**src/rtl/pd_seq_pkg.sv**
```systemverilog
package pd_seq_pkg;
   localparam int NUM_FLAGS = 4;
   localparam int FLG_T2    = 0;
   localparam int FLG_HD    = 1;
   localparam int FLG_4PT2  = 2;
   localparam int FLG_4PHD  = 3;

   typedef enum logic [1:0] {
      ST_IDLE    = 2'd0,
      ST_INRUSH  = 2'd1,
      ST_POWERED = 2'd2,
      ST_DISCH   = 2'd3
   } seq_state_e;
endpackage

```
**src/rtl/pd_ms_tick.sv**
```systemverilog
module pd_ms_tick #(
   parameter bit USE_EXT_TICK = 1'b0,
   parameter int CLK_PER_MS   = 100000
) (
   input  logic clk,
   input  logic rst_n,
   input  logic ms_tick_i,
   output logic tick_o
);
   generate
      if (USE_EXT_TICK) begin : g_ext
         assign tick_o = ms_tick_i;
      end else begin : g_pre
         localparam int PW = $clog2(CLK_PER_MS);
         localparam logic [PW-1:0] LAST = PW'(CLK_PER_MS - 1);
         logic [PW-1:0] div_q;
         logic          unused_ext_tick;

         assign unused_ext_tick = ms_tick_i;

         always_ff @(posedge clk or negedge rst_n) begin
            if (!rst_n)             div_q <= '0;
            else if (div_q == LAST) div_q <= '0;
            else                    div_q <= div_q + 1'b1;
         end
         assign tick_o = (div_q == LAST);
      end
   endgenerate
endmodule

```
**src/rtl/pd_flag_decode.sv**
```systemverilog
module pd_flag_decode
   import pd_seq_pkg::*;
#(
   parameter int CNT_W = 3
) (
   input  logic [CNT_W-1:0]     evt_cnt_i,
   input  logic [1:0]           sense_i,
   output logic [NUM_FLAGS-1:0] flags_o
);
   logic both_pairs;
   assign both_pairs = &sense_i;

   always_comb begin
      flags_o = '0;
      if (evt_cnt_i == CNT_W'(2)) begin
         flags_o[FLG_T2]   = 1'b1;
         flags_o[FLG_4PT2] = both_pairs;
      end else if (evt_cnt_i == CNT_W'(3)) begin
         flags_o[FLG_T2]   = 1'b1;
         flags_o[FLG_HD]   = 1'b1;
         flags_o[FLG_4PT2] = both_pairs;
      end else if (evt_cnt_i == CNT_W'(4)) begin
         flags_o[FLG_T2]   = 1'b1;
         flags_o[FLG_HD]   = 1'b1;
         flags_o[FLG_4PT2] = 1'b1;
      end else if (evt_cnt_i == CNT_W'(6)) begin
         flags_o = '1;
      end
   end
endmodule

```
**src/rtl/pd_seq_fsm.sv**
```systemverilog
module pd_seq_fsm
   import pd_seq_pkg::*;
#(
   parameter int INRUSH_MS = 80,
   parameter int DISCH_MS  = 430
) (
   input  logic                 clk,
   input  logic                 rst_n,
   input  logic                 tick_i,
   input  logic                 uvlo_on_i,
   input  logic                 uvlo_off_i,
   input  logic                 wa_en_i,
   input  logic                 fet_ot_i,
   input  logic [NUM_FLAGS-1:0] dec_flags_i,
   output seq_state_e           state_o,
   output logic [NUM_FLAGS-1:0] flag_q_o
);
   localparam int TMAX  = (INRUSH_MS > DISCH_MS) ? INRUSH_MS : DISCH_MS;
   localparam int TW    = $clog2(TMAX + 1);
   localparam logic [TW-1:0] INR_LAST = TW'(INRUSH_MS - 1);
   localparam logic [TW-1:0] DIS_LAST = TW'(DISCH_MS - 1);

   seq_state_e           st_q;
   logic [TW-1:0]        ms_q;
   logic [NUM_FLAGS-1:0] flag_q;
   logic                 shutdown;

   assign shutdown = uvlo_off_i | fet_ot_i;

   always_ff @(posedge clk or negedge rst_n) begin
      if (!rst_n) begin
         st_q   <= ST_IDLE;
         ms_q   <= '0;
         flag_q <= '0;
      end else begin
         case (st_q)
            ST_IDLE: begin
               if (uvlo_on_i && !uvlo_off_i && !wa_en_i && !fet_ot_i) begin
                  st_q   <= ST_INRUSH;
                  ms_q   <= '0;
                  flag_q <= dec_flags_i;
               end
            end
            ST_INRUSH, ST_POWERED: begin
               if (shutdown) begin
                  st_q   <= ST_DISCH;
                  ms_q   <= '0;
                  flag_q <= '0;
               end else if (wa_en_i) begin
                  st_q   <= ST_IDLE;
                  flag_q <= '0;
               end else if (st_q == ST_INRUSH && tick_i) begin
                  if (ms_q == INR_LAST) begin
                     st_q <= ST_POWERED;
                     ms_q <= '0;
                  end else begin
                     ms_q <= ms_q + 1'b1;
                  end
               end
            end
            default: begin
               if (tick_i) begin
                  if (ms_q == DIS_LAST) begin
                     st_q <= ST_IDLE;
                     ms_q <= '0;
                  end else begin
                     ms_q <= ms_q + 1'b1;
                  end
               end
            end
         endcase
      end
   end

   assign state_o  = st_q;
   assign flag_q_o = flag_q;
endmodule

```
**src/rtl/pd_startup_seq.sv**
```systemverilog
module pd_startup_seq
   import pd_seq_pkg::*;
#(
   parameter int CNT_W        = 3,
   parameter bit USE_EXT_TICK = 1'b0,
   parameter int CLK_PER_MS   = 100000,
   parameter int INRUSH_MS    = 80,
   parameter int DISCH_MS     = 430
) (
   input  logic             clk,
   input  logic             rst_n,
   input  logic             ms_tick_i,
   input  logic             uvlo_on_i,
   input  logic             uvlo_off_i,
   input  logic             wa_en_i,
   input  logic [1:0]       pair_sense_i,
   input  logic             fet_ot_i,
   input  logic             cls_ot_i,
   input  logic [CNT_W-1:0] class_evt_cnt_i,
   output logic             fet_en_o,
   output logic             inrush_o,
   output logic             pgood_o,
   output logic             aux_en_o,
   output logic             disch_o,
   output logic             cls_en_o,
   output logic [3:0]       flags_o
);
   generate
      if (CNT_W < 3) begin : g_bad_cnt
         $error("CNT_W must hold a count of six");
      end
      if (INRUSH_MS < 1 || DISCH_MS < 1) begin : g_bad_time
         $error("timer lengths must be at least one millisecond");
      end
      if (!USE_EXT_TICK && CLK_PER_MS < 2) begin : g_bad_div
         $error("CLK_PER_MS must be at least 2");
      end
   endgenerate

   logic                 tick;
   logic [NUM_FLAGS-1:0] dec_flags;
   logic [NUM_FLAGS-1:0] flag_q;
   seq_state_e           st;
   logic                 running;
   logic                 powered;

   pd_ms_tick #(
      .USE_EXT_TICK(USE_EXT_TICK),
      .CLK_PER_MS  (CLK_PER_MS)
   ) tick_i (
      .clk      (clk),
      .rst_n    (rst_n),
      .ms_tick_i(ms_tick_i),
      .tick_o   (tick)
   );

   pd_flag_decode #(
      .CNT_W(CNT_W)
   ) dec_i (
      .evt_cnt_i(class_evt_cnt_i),
      .sense_i  (pair_sense_i),
      .flags_o  (dec_flags)
   );

   pd_seq_fsm #(
      .INRUSH_MS(INRUSH_MS),
      .DISCH_MS (DISCH_MS)
   ) fsm_i (
      .clk        (clk),
      .rst_n      (rst_n),
      .tick_i     (tick),
      .uvlo_on_i  (uvlo_on_i),
      .uvlo_off_i (uvlo_off_i),
      .wa_en_i    (wa_en_i),
      .fet_ot_i   (fet_ot_i),
      .dec_flags_i(dec_flags),
      .state_o    (st),
      .flag_q_o   (flag_q)
   );

   assign running  = (st == ST_INRUSH || st == ST_POWERED) && !wa_en_i && !fet_ot_i;
   assign powered  = running && (st == ST_POWERED);

   assign fet_en_o = running;
   assign inrush_o = running && (st == ST_INRUSH);
   assign pgood_o  = powered;
   assign aux_en_o = wa_en_i | powered;
   assign disch_o  = (st == ST_DISCH);
   assign cls_en_o = (st == ST_IDLE) && !wa_en_i && !cls_ot_i;
   assign flags_o  = wa_en_i ? '1 : (powered ? flag_q : '0);
endmodule

```
**config.mk**
```make
export PLATFORM = sky130hd
export DESIGN_NAME = pd_startup_seq
export DESIGN_NICKNAME = d
export VERILOG_FILES = /design/src/rtl/pd_seq_pkg.sv /design/src/rtl/pd_ms_tick.sv /design/src/rtl/pd_flag_decode.sv /design/src/rtl/pd_seq_fsm.sv /design/src/rtl/pd_startup_seq.sv
export SDC_FILE = /design/constraint.sdc
export NUM_CORES = 1
export LEC_CHECK = 0
export ABC_CLOCK_PERIOD_IN_PS = 4000
export CORE_MARGIN = 4
export CORE_UTILIZATION = 45
export DETAILED_ROUTE_END_ITERATION = 8
export GPL_ROUTABILITY_DRIVEN = 0
export GPL_TIMING_DRIVEN = 0
export PLACE_DENSITY = 0.72
export SYNTH_ARGS = -nofsm -noshare
export SYNTH_HDL_FRONTEND = slang
export SYNTH_SLANG_ARGS = --single-unit
```
**constraint.sdc**
```tcl
create_clock -name clk -period 4 [get_ports clk]
set_input_delay 1 -clock clk [delete_from_list [all_inputs] [get_ports clk]]
set_output_delay 1 -clock clk [all_outputs]
set_load 0.01 [all_outputs]
```
==> impl_results.md <==
* Status: completed
* Max clock buf depth at 2
* Sequential area share after synthesis at 43.48%
* Relative slew slack at 50.80%
* Worst R2R End: fsm_i.ms_q[0]$_DFFE_PN0P_
* Layout cells sized above 1 at 8.969%
* Final Max Tran Viols at 0
* Total number of vias at 1507
* Lkg Pwr at 0.9424 nW
* WS Path Type: input port to output pin
* P&R area growth vs syn at 21.13%
* Worst Setup SP: wa_en_i
* Floorplan row count at 22
* Synthesis Warnings at 0
* Synthesized area per cell at 9.494 um^2
* CTS tree: done
* Die Wd at 71.98 um
* Total Negative Setup Slacks at 0 ns
* Worst Hold Class: register to register
* Total grt overflow at 0
* Largest net degree at the start of global routing at 33
* Setup slack at placement at 0.002490 ns
* WP data required at 3.00 ns
* Synth Register Bits at 32
* Endpoints failing setup at 0
* Total Wirelength at 3818 um
* Die Y at 71.98 um
* IO Pins at 23
* DRT Pass-1 Iters at 4
* Routed vias/inst at 5.561
* Die area at 0.005180 mm^2
* PD cells at 516.0 mW/mm^2
* # fillers at 359
* Post-synth net total at 214
* Reg-to-reg startpoint: fsm_i.state_o[0]$_DFFE_PN0P_
* Worst-path maximum fanout at 6
* Max-Cap Viols at 0
* Starting Density at 48.48%
* GRT Total Usage at 16.12%
* Ant. Diodes at 0
* Slew @ Worst Pin at 0.7365 ns
* Crit path capture type: output pin
* Dpl hpwl at 2762 um
* CP endpoint: flags_o[2]
* Placed Area at 0.002107 mm^2
* Top FF cell, synth: dfrtp_1
* Mux contribution to synthesized area at 2.446%
* EDFF count, synth at 0
* Initial drt markers at 76
* Synth cell types at 45
* Num CTS Buffers at 5
* Crit path time final at 3.723 ns
* Hold_buf cts at 0
* Reg2Reg Depth at 7
* Startpoint types: input port
* Final nets at 242
* Clk_lat worst skew at 0.29 ns
* Remaining DRCs at 0
* Core ar. at 0.003799 mm^2
* CP arrival at 2.72 ns
* Tcrit/Tclk final at 93.07%
* Commonest non-fill, non-tap cells in the layout: dfrtp_1 (32), nand2_1 (20), clkdlybuf4s50_1 (20), inv_1 (14), nand3_1 (13)
* Commonest non-fill, non-tap cell in the layout: dfrtp_1
* RSZ-0062 raised after global routing: no
* Largest family of logic cells by synthesized area: simple AND/OR/NAND/NOR gates
* R2r setup slk at 1.49 ns
* Highest Clock Rate at 268.6 MHz
* Total chip power at 1.151 mW
* Buffers on Ports at 21
* Post-Synth XOR/XNOR Area at 7.133%
* Clock sinks at 32
* Min Hold Slack at 0.4874 ns
* Mapped Cells at 194
* Final Hold Fails at 0
* Post-Synth Adder-Cell Area at 4.755%
* Routed length per placed instance at 14.09 um
* Reg clk slew, reported paths at 0.07 ns
* Synth Cell Area at 0.001842 mm^2
* First-pass GRT wire length at 6541 um
* ANT nets after route at 0
* Root buffer cell: clkbuf_8
* Async set-reset flop share out of synthesis at 100.0%
* Max VDD drop at 222.4 uV
* H-tree depth at 2
* Post-route cell area at 0.002231 mm^2
* Post-route setup slack at 0.2772 ns
* Initial antenna violation count at 0
* Setup Skew at 0.004939 ns
* Vias in the first global route at 1487
* Synth Area in Compound Gates at 12.30%
* Simple-gate share of the synthesized area at 25.61%
==> worst min path at each step <==
stage | end | slack (ns) | startpoint | cells after the start
global placement | fsm_i.flag_q_o[2]$_DFFE_PN0P_ | 0.47 | fsm_i.flag_q_o[2]$_DFFE_PN0P_ | 1
global route | tick_i.g_pre.div_q[8]$_DFF_PN0_ | 0.52 | tick_i.g_pre.div_q[8]$_DFF_PN0_ | 1
floorplan | tick_i.g_pre.div_q[0]$_DFF_PN0_ | 0.45 | tick_i.g_pre.div_q[0]$_DFF_PN0_ | 1
CTS | fsm_i.flag_q_o[2]$_DFFE_PN0P_ | 0.49 | fsm_i.flag_q_o[2]$_DFFE_PN0P_ | 1
detailed placement | fsm_i.flag_q_o[2]$_DFFE_PN0P_ | 0.48 | fsm_i.flag_q_o[2]$_DFFE_PN0P_ | 1
finish | fsm_i.flag_q_o[2]$_DFFE_PN0P_ | 0.49 | fsm_i.flag_q_o[2]$_DFFE_PN0P_ | 1
==> layout make-up <==
| class | count | area (um^2) | share of cell area (%) |
|---|---|---|---|
| Buffer | 5 | 27.53 | 1.234 |
| Inverter | 14 | 52.55 | 2.356 |
| Clock buffer | 5 | 68.82 | 3.085 |
| Multi-Input combinational cell | 143 | 973.4 | 43.63 |
| Timing Repair Buffer | 21 | 205.2 | 9.198 |
| Clock inverter | 3 | 42.54 | 1.907 |
| Sequential cell | 32 | 800.8 | 35.89 |
| Tap cell | 48 | 60.06 | 2.692 |
==> cells in the mapped netlist, types with 2 or more instances <==
master / instances / area, um^2
nand3_1: 13 / 65.06
o21ai_0: 4 / 20.02
a211oi_1: 7 / 52.55
nand3b_1: 3 / 22.52
nand2_1: 20 / 75.07
dfrtp_1: 32 / 800.8
or3b_1: 2 / 17.52
nor2_1: 11 / 41.29
o22ai_1: 7 / 43.79
nor2b_1: 2 / 12.51
inv_1: 14 / 52.55
nor4bb_1: 2 / 20.02
mux2_1: 3 / 33.78
nor3b_1: 3 / 22.52
xnor2_1: 6 / 52.55
nand4_1: 5 / 31.28
and4_1: 2 / 17.52
nand2b_1: 3 / 18.77
xor2_1: 9 / 78.83
buf_2: 3 / 15.01
a31oi_1: 2 / 12.51
and3_1: 4 / 25.02
nor3_1: 5 / 25.02
ha_1: 7 / 87.58
o2bb2ai_1: 2 / 17.52
a21oi_1: 4 / 20.02
==> per-layer routing <==
layer  global-route usage [%]  vias up  wire length [um]  part of all wire, %
li1                         -      748                 -                    -
met1                    19.75      717              1756                   46
met2                    26.02       38              1738                   46
met3                    4.848        4               271                  7.1
met4                    7.516        0                51                  1.3
met5                        0        -                 0                    0
==> worst max-delay path: stages <==
cell             delay (ns)
clkdlybuf4s50_1        0.51
nor3b_4                0.26
and2_0                 0.15
clkbuf_2               0.15
nand2_1                0.06
nand2_1                0.06
clkdlybuf4s50_1        0.53
==> per-stage QoR <==
step                util (%)  cells
global route           58.73    271
finish                 58.73    271
global placement       55.60    263
floorplan                  -    194
detailed placement     55.47    263
CTS                    58.53    271
==> flip-flops by register name (all words and copies together) (netlist names) <==
name	cells
tick_i.g_pre.div_q	17
fsm_i.ms_q	9
fsm_i.flag_q_o	4
fsm_i.state_o	2
==> kinds of logic after synthesis <==
kind of cell    count (synthesis)
buf+inv                        19
simple gates                   85
compound gates                 32
mux                             4
flops                          32
fa+ha+maj                       7
xor+xnor                       15
==> where the power goes <==
group / switching, mW / internal [mW] / leakage [nW]
sequential: 0.0297 / 0.359 / 0.425
combinational: 0.249 / 0.207 / 0.463
clock: 0.122 / 0.184 / 0.0541
total: 0.401 / 0.750 / 0.942
==> repair_timing <==
action,CTS,global route
gates resized for setup,1,2
setup endpoints to repair,3,4
buffers inserted,0,0
No activity file was read; power rests on OpenSTA's default activity.
